[src/rtl/adc_ctrl_pkg.sv]
package adc_ctrl_pkg;
  localparam int BUS_W = 8;
  localparam logic ADDR_CTRL = 1'b0;
  localparam logic ADDR_TRIG = 1'b1;
  // control register fields
  localparam int CTRL_PSC_LSB = 0;
  localparam int CTRL_IEN     = 3;
  localparam int CTRL_IFLAG   = 4;
  localparam int CTRL_AUTO    = 5;
  // trigger register fields
  localparam int TRIG_SEL_LSB = 0;
  localparam int TRIG_START   = 4;
  localparam int TRIG_HS      = 7;

  // terminal count for a divide code: codes 0 and 1 both divide by 2
  function automatic int unsigned psc_limit(input int unsigned code);
    return (code < 2) ? 1 : ((1 << code) - 1);
  endfunction
endpackage

[src/rtl/adc_ctrl_psc.sv]
module adc_ctrl_psc import adc_ctrl_pkg::*; #(
  parameter int SEL_W = 3,
  localparam int CNT_W = (1 << SEL_W) - 1
) (
  input  logic             clk,
  input  logic             rst,
  input  logic [SEL_W-1:0] sel,
  input  logic             restart,
  output logic             clk_en
);
  logic [CNT_W-1:0] cnt_q;
  logic [CNT_W-1:0] lim;

  always_comb lim = CNT_W'(psc_limit(int'(sel)));

  always_ff @(posedge clk) begin
    if (rst || restart) begin
      cnt_q  <= '0;
      clk_en <= 1'b0;
    end else if (cnt_q == lim) begin
      cnt_q  <= '0;
      clk_en <= 1'b1;
    end else begin
      cnt_q  <= cnt_q + 1'b1;
      clk_en <= 1'b0;
    end
  end
endmodule

[src/rtl/adc_ctrl_irq.sv]
module adc_ctrl_irq (
  input  logic clk,
  input  logic rst,
  input  logic done,
  input  logic ack,
  input  logic w1c,
  output logic flag
);
  always_ff @(posedge clk) begin
    if (rst)             flag <= 1'b0;
    else if (done)       flag <= 1'b1;  // completion wins over any clear
    else if (ack || w1c) flag <= 1'b0;
  end
endmodule

[src/rtl/adc_ctrl_launch.sv]
module adc_ctrl_launch #(
  parameter int SEL_W = 4,
  localparam int NUM = 1 << SEL_W
) (
  input  logic             clk,
  input  logic             rst,
  input  logic [NUM-1:0]   trig,
  input  logic [SEL_W-1:0] trig_sel,
  input  logic             auto_en,
  input  logic             req_wr,
  input  logic             req_wval,
  input  logic             done,
  output logic             start_o,
  output logic             start_req,
  output logic             busy
);
  logic [NUM-1:0] prev_q;
  logic edge_hit, launch;

  always_comb begin
    edge_hit = trig[trig_sel] & ~prev_q[trig_sel];
    launch   = !busy && (start_req || (auto_en && edge_hit));
  end

  always_ff @(posedge clk) begin
    if (rst) begin
      prev_q    <= '0;
      start_o   <= 1'b0;
      start_req <= 1'b0;
      busy      <= 1'b0;
    end else begin
      prev_q  <= trig;
      start_o <= launch;
      if (launch)    busy <= 1'b1;
      else if (done) busy <= 1'b0;
      if (launch)      start_req <= 1'b0;
      else if (req_wr) start_req <= req_wval;
    end
  end
endmodule

[src/rtl/adc_ctrl_top.sv]
module adc_ctrl_top import adc_ctrl_pkg::*; #(
  parameter int PSC_SEL_W  = 3,
  parameter int TRIG_SEL_W = 4,
  localparam int NUM_TRIG  = 1 << TRIG_SEL_W
) (
  input  logic               clk,
  input  logic               rst,
  input  logic               bus_addr,
  input  logic               bus_we,
  input  logic [BUS_W-1:0]   bus_wdata,
  output logic [BUS_W-1:0]   bus_rdata,
  input  logic               conv_done_i,
  input  logic               irq_ack_i,
  input  logic [NUM_TRIG-1:0] trig_i,
  output logic               conv_clk_en_o,
  output logic               conv_start_o,
  output logic               irq_o,
  output logic               hs_mode_o
);
  logic [PSC_SEL_W-1:0]  psc_sel_q;
  logic [TRIG_SEL_W-1:0] trig_sel_q;
  logic irq_en_q, auto_en_q, hs_q;
  logic irq_flag, start_req, busy;
  logic wr_ctrl, wr_trig, psc_restart, flag_w1c;

  always_comb begin
    wr_ctrl     = bus_we && (bus_addr == ADDR_CTRL);
    wr_trig     = bus_we && (bus_addr == ADDR_TRIG);
    psc_restart = wr_ctrl && (bus_wdata[CTRL_PSC_LSB +: PSC_SEL_W] != psc_sel_q);
    flag_w1c    = wr_ctrl && bus_wdata[CTRL_IFLAG];
  end

  always_ff @(posedge clk) begin
    if (rst) begin
      psc_sel_q  <= '0;
      irq_en_q   <= 1'b0;
      auto_en_q  <= 1'b0;
      trig_sel_q <= '0;
      hs_q       <= 1'b0;
    end else begin
      if (wr_ctrl) begin
        psc_sel_q <= bus_wdata[CTRL_PSC_LSB +: PSC_SEL_W];
        irq_en_q  <= bus_wdata[CTRL_IEN];
        auto_en_q <= bus_wdata[CTRL_AUTO];
      end
      if (wr_trig) begin
        trig_sel_q <= bus_wdata[TRIG_SEL_LSB +: TRIG_SEL_W];
        hs_q       <= bus_wdata[TRIG_HS];
      end
    end
  end

  adc_ctrl_psc #(.SEL_W(PSC_SEL_W)) psc_i (
    .clk(clk), .rst(rst), .sel(psc_sel_q), .restart(psc_restart),
    .clk_en(conv_clk_en_o)
  );

  adc_ctrl_irq irq_i (
    .clk(clk), .rst(rst), .done(conv_done_i), .ack(irq_ack_i),
    .w1c(flag_w1c), .flag(irq_flag)
  );

  adc_ctrl_launch #(.SEL_W(TRIG_SEL_W)) launch_i (
    .clk(clk), .rst(rst), .trig(trig_i), .trig_sel(trig_sel_q),
    .auto_en(auto_en_q), .req_wr(wr_trig), .req_wval(bus_wdata[TRIG_START]),
    .done(conv_done_i), .start_o(conv_start_o), .start_req(start_req),
    .busy(busy)
  );

  assign irq_o     = irq_flag & irq_en_q;
  assign hs_mode_o = hs_q;

  always_comb begin
    bus_rdata = '0;
    if (bus_addr == ADDR_CTRL) begin
      bus_rdata[CTRL_PSC_LSB +: PSC_SEL_W] = psc_sel_q;
      bus_rdata[CTRL_IEN]   = irq_en_q;
      bus_rdata[CTRL_IFLAG] = irq_flag;
      bus_rdata[CTRL_AUTO]  = auto_en_q;
    end else begin
      bus_rdata[TRIG_SEL_LSB +: TRIG_SEL_W] = trig_sel_q;
      bus_rdata[TRIG_START] = start_req;
      bus_rdata[TRIG_HS]    = hs_q;
    end
  end
endmodule

[config.mk]
export PLATFORM = sky130hd
export DESIGN_NAME = adc_ctrl_top
export DESIGN_NICKNAME = d
export VERILOG_FILES = /design/src/rtl/adc_ctrl_pkg.sv /design/src/rtl/adc_ctrl_psc.sv /design/src/rtl/adc_ctrl_irq.sv /design/src/rtl/adc_ctrl_launch.sv /design/src/rtl/adc_ctrl_top.sv
export SDC_FILE = /design/constraint.sdc
export NUM_CORES = 1
export LEC_CHECK = 0
export BUFFER_PORTS_ARGS = -buffer_cell sky130_fd_sc_hd__buf_4
export CAP_MARGIN = 20
export CORE_UTILIZATION = 53
export CTS_CLUSTER_DIAMETER = 150
export DETAILED_ROUTE_END_ITERATION = 7
export PLACE_DENSITY = 0.76
export SLEW_MARGIN = 25
export SYNTH_ARGS = -nofsm -noshare
export SYNTH_HDL_FRONTEND = slang
export SYNTH_SLANG_ARGS = --single-unit
export TNS_END_PERCENT = 20
[constraint.sdc]
create_clock -name clk -period 2.95 [get_ports clk]
set_clock_uncertainty 0.05 [all_clocks]
set_input_delay 0.295 -clock clk [delete_from_list [all_inputs] [get_ports clk]]
set_output_delay 0.295 -clock clk [all_outputs]
set_load 0.1 [all_outputs]
==> results.md <==
- Period utilization: 0.824
- Yosys reg bits: 38
- Die ar.: 3870 µm²
- Critical Path Fanout Max: 13
- Horizontal die dimension: 62.2 µm
- Count of mapped cells out of synthesis: about 220
- Most common cell after layout, fill and taps aside: buf_4
- Diodes inserted: 0
- Cell chosen for the clock root: clkbuf_4
- Synth unique cells: 45
- Layout area overhead: 18.1%
- Worst-case hold slack: 111 ps
- FFs w/ async S/R, synth: 0
- Level count of the clock H-tree: 2
- CTS tree: built
- Most area-hungry cell type in the Yosys netlist: dfxtp_1
- Reg clk slew, reported paths: 120 ps
- Sum Neg Setup Slack: 0 ps
- Number of buffer cells added on primary ports: 39
- Combined global-route utilization of all metal layers: 0.216
- Peak Freq: 411 MHz
- Post-synth EDFFs: 0
- Vertical extent of the die: 62.2 µm
- Mean cell area of the mapped netlist: 8.78 µm²
- Area contributors post-synth: dfxtp_1, nor2b_1, xnor2_1, a21oi_1, nand3_1
- Maximum ir drop on the vdd rail: 0.277 mV
- Max-cap viol count: 0
- Post-detailed-route count of antenna-violating nets: 0
- Routed via count divided by cell count: roughly 5.3
- Worst slew margin relative to its limit: 0.581
- Num CTS Buffers: 5
- Crit Path Class: reg -> reg
- I/O pin count: 42
- Std-Cell Core Area: 3420 µm²
- Synth Net Count: 251
- Dpl cell area: 2190 µm²
- Final-layout fill cell count: about 320
- Primary flip-flop cell chosen by synthesis mapping: dfxtp_1
- Wire length of the first global-routing pass: approximately 6600 µm
- Initial standard-cell utilization of the core: 0.563
- RD Place Congestion: 0.762
- Overall routed net length: 3890 µm
- Post-DR wirelength/cell: 13.1 µm
- First-pass iteration count of the detailed router: 4
- Endpoint kind of the worst setup timing path: flip-flop
- Required arrival time at the worst endpoint: 3190 ps
- R2R setup slack: 520 ps
- RSZ-0062 raised after global routing: false
- Measured slew at the worst slew-check pin: 629 ps
- Hpwl dp: between 2000 and 3000 µm
- Portion of synthesized cell area occupied by the leading cell type: 0.396
- Sink Count: 38
- Sequential cell area fraction in the yosys report: 0.396
- Floorplan row count: 21
- Power Dens Cells: 497 nW/µm²
- Ys Warns: 0
- Pin count of the biggest net entering global routing: 34
- Final number of max-transition violations: 0
- Synthesized cell area: 1920 µm²
- Final setup violating endpoints: 0
- Fraction of final layout cells sized beyond drive strength 1: 0.226
- Grt ovf: 0
- Final hold vios: 0
- Startpoint type of the worst setup path: flip-flop
- Summed area of non-filler cells in the final layout: 2270 µm²
- Antenna violations before repair: 0
- Source-to-sink clock delay at the later pin of the worst-skew pair: roughly 350 ps
- Top library cells by usage in the layout, fill and taps aside: buf_4, dfxtp_1, nor2b_1, nand2_1
- Number of global-route vias before repair: 1,422
- Leakage power of the design: slightly above 0.9 nW
- Post_cts resized: 0
- Path class of the lowest-slack min-delay path: in -> reg
- Hold-fix buffers, CTS: 0
- Violation count after the first detailed-route iteration: between 40 and 50
- Result of the run: completed
- Final routed DRC violation total: 0
- Minimum period implied by the final worst setup slack: roughly 2400 ps
- Max clock buf depth: 2
- Net total in the final layout: 283
- Final core utilization: 0.665
- CP arrival: 2670 ps
- Number of setup buffers added after CTS: 0
- Total via count after detailed routing: about 1,600
[area by class of cell]
class,instances,area [µm²],area share
Clock buffer,5,37.5,0.0165
Clock inverter,3,40.0,0.0176
Inverter,5,18.8,0.00826
Multi-Input combinational cell,161,1060,0.465
Sequential cell,38,761,0.335
Tap cell,46,57.6,0.0253
Timing Repair Buffer,40,300,0.132
[Yosys cell counts (2+ instances only)]
| cell | n |
|---|---|
| dfxtp_1 | 38 |
| nor2b_1 | 25 |
| nand2_1 | 15 |
| a21oi_1 | 14 |
| nor2_1 | 14 |
| nand3_1 | 13 |
| xnor2_1 | 11 |
| nor3b_1 | 7 |
| o21ai_0 | 7 |
| clkbuf_1 | 6 |
| inv_1 | 5 |
| and3_1 | 4 |
| buf_2 | 4 |
| mux2_2 | 4 |
| mux2i_1 | 4 |
| nand3b_1 | 4 |
| nor3_1 | 4 |
| buf_4 | 3 |
| nand2b_1 | 3 |
| a311oi_1 | 2 |
| a31oi_1 | 2 |
| and2_1 | 2 |
| buf_6 | 2 |
| ha_1 | 2 |
| o22ai_1 | 2 |
| or3b_1 | 2 |
| xor2_1 | 2 |
[flip-flops by register name, indices dropped and copies added, names as in the netlist]
register / cells
launch_i.busy: 1
irq_en_q: 1
psc_sel_q: 3
psc_i.cnt_q: 7
launch_i.start_o: 1
auto_en_q: 1
hs_mode_o: 1
launch_i.start_req: 1
trig_sel_q: 4
psc_i.clk_en: 1
launch_i.prev_q: 16
irq_i.flag: 1
[metal layers]
metal	GRT usage	share of wire
met2	0.324	0.44
met4	0.105	0.0054
met5	0	0
met3	0.0515	0.046
met1	0.291	0.51
[logic make-up after synthesis]
family	share of synthesized area
other cells	0.00195
compound gates	0.152
mux	0.0442
xor+xnor	0.0592
buf+inv	0.0553
simple gates	0.279
flops	0.396
fa+ha+maj	0.0130
[report_power, final]
part / switching [W] / internal, W / leakage [nW]
logic: 0.000129 / 0.0000892 / 0.551
clock network: 0.000173 / 0.000176 / 0.0450
registers: 0.0000238 / 0.000538 / 0.313
[path summary, 6_finish.rpt]
kind	endpoint	startpoint	cells after the start
min reg2reg	psc_i.cnt_q[0]$_SDFF_PP0_	psc_i.cnt_q[0]$_SDFF_PP0_	1
max	psc_i.clk_en$_SDFF_PP0_	psc_sel_q[2]$_SDFFE_PP0P_	7
max reg2reg	psc_i.clk_en$_SDFF_PP0_	psc_sel_q[2]$_SDFFE_PP0P_	7
min	launch_i.prev_q[12]$_SDFF_PP0_	trig_i[12]	2
[worst max-delay path, stage by stage (launching register included)]
cell and delay [ps]:
dfxtp_1 450, or3_1 420, ha_1 330, xnor2_1 140
nor2_1 100, a32oi_1 140, a2111oi_4 500, and3_1 230
[stage by stage]
step,instances,setup slack [ps],power [W]
5_1_grt,298,341,0.00118
2_1_floorplan,219,575,0.000732
3_5_place_dp,290,572,0.000790
4_1_cts,298,525,0.00114
3_3_place_gp,290,597,0.000787
6_report,298,519,0.00113
(Power assumes the default switching activity.)
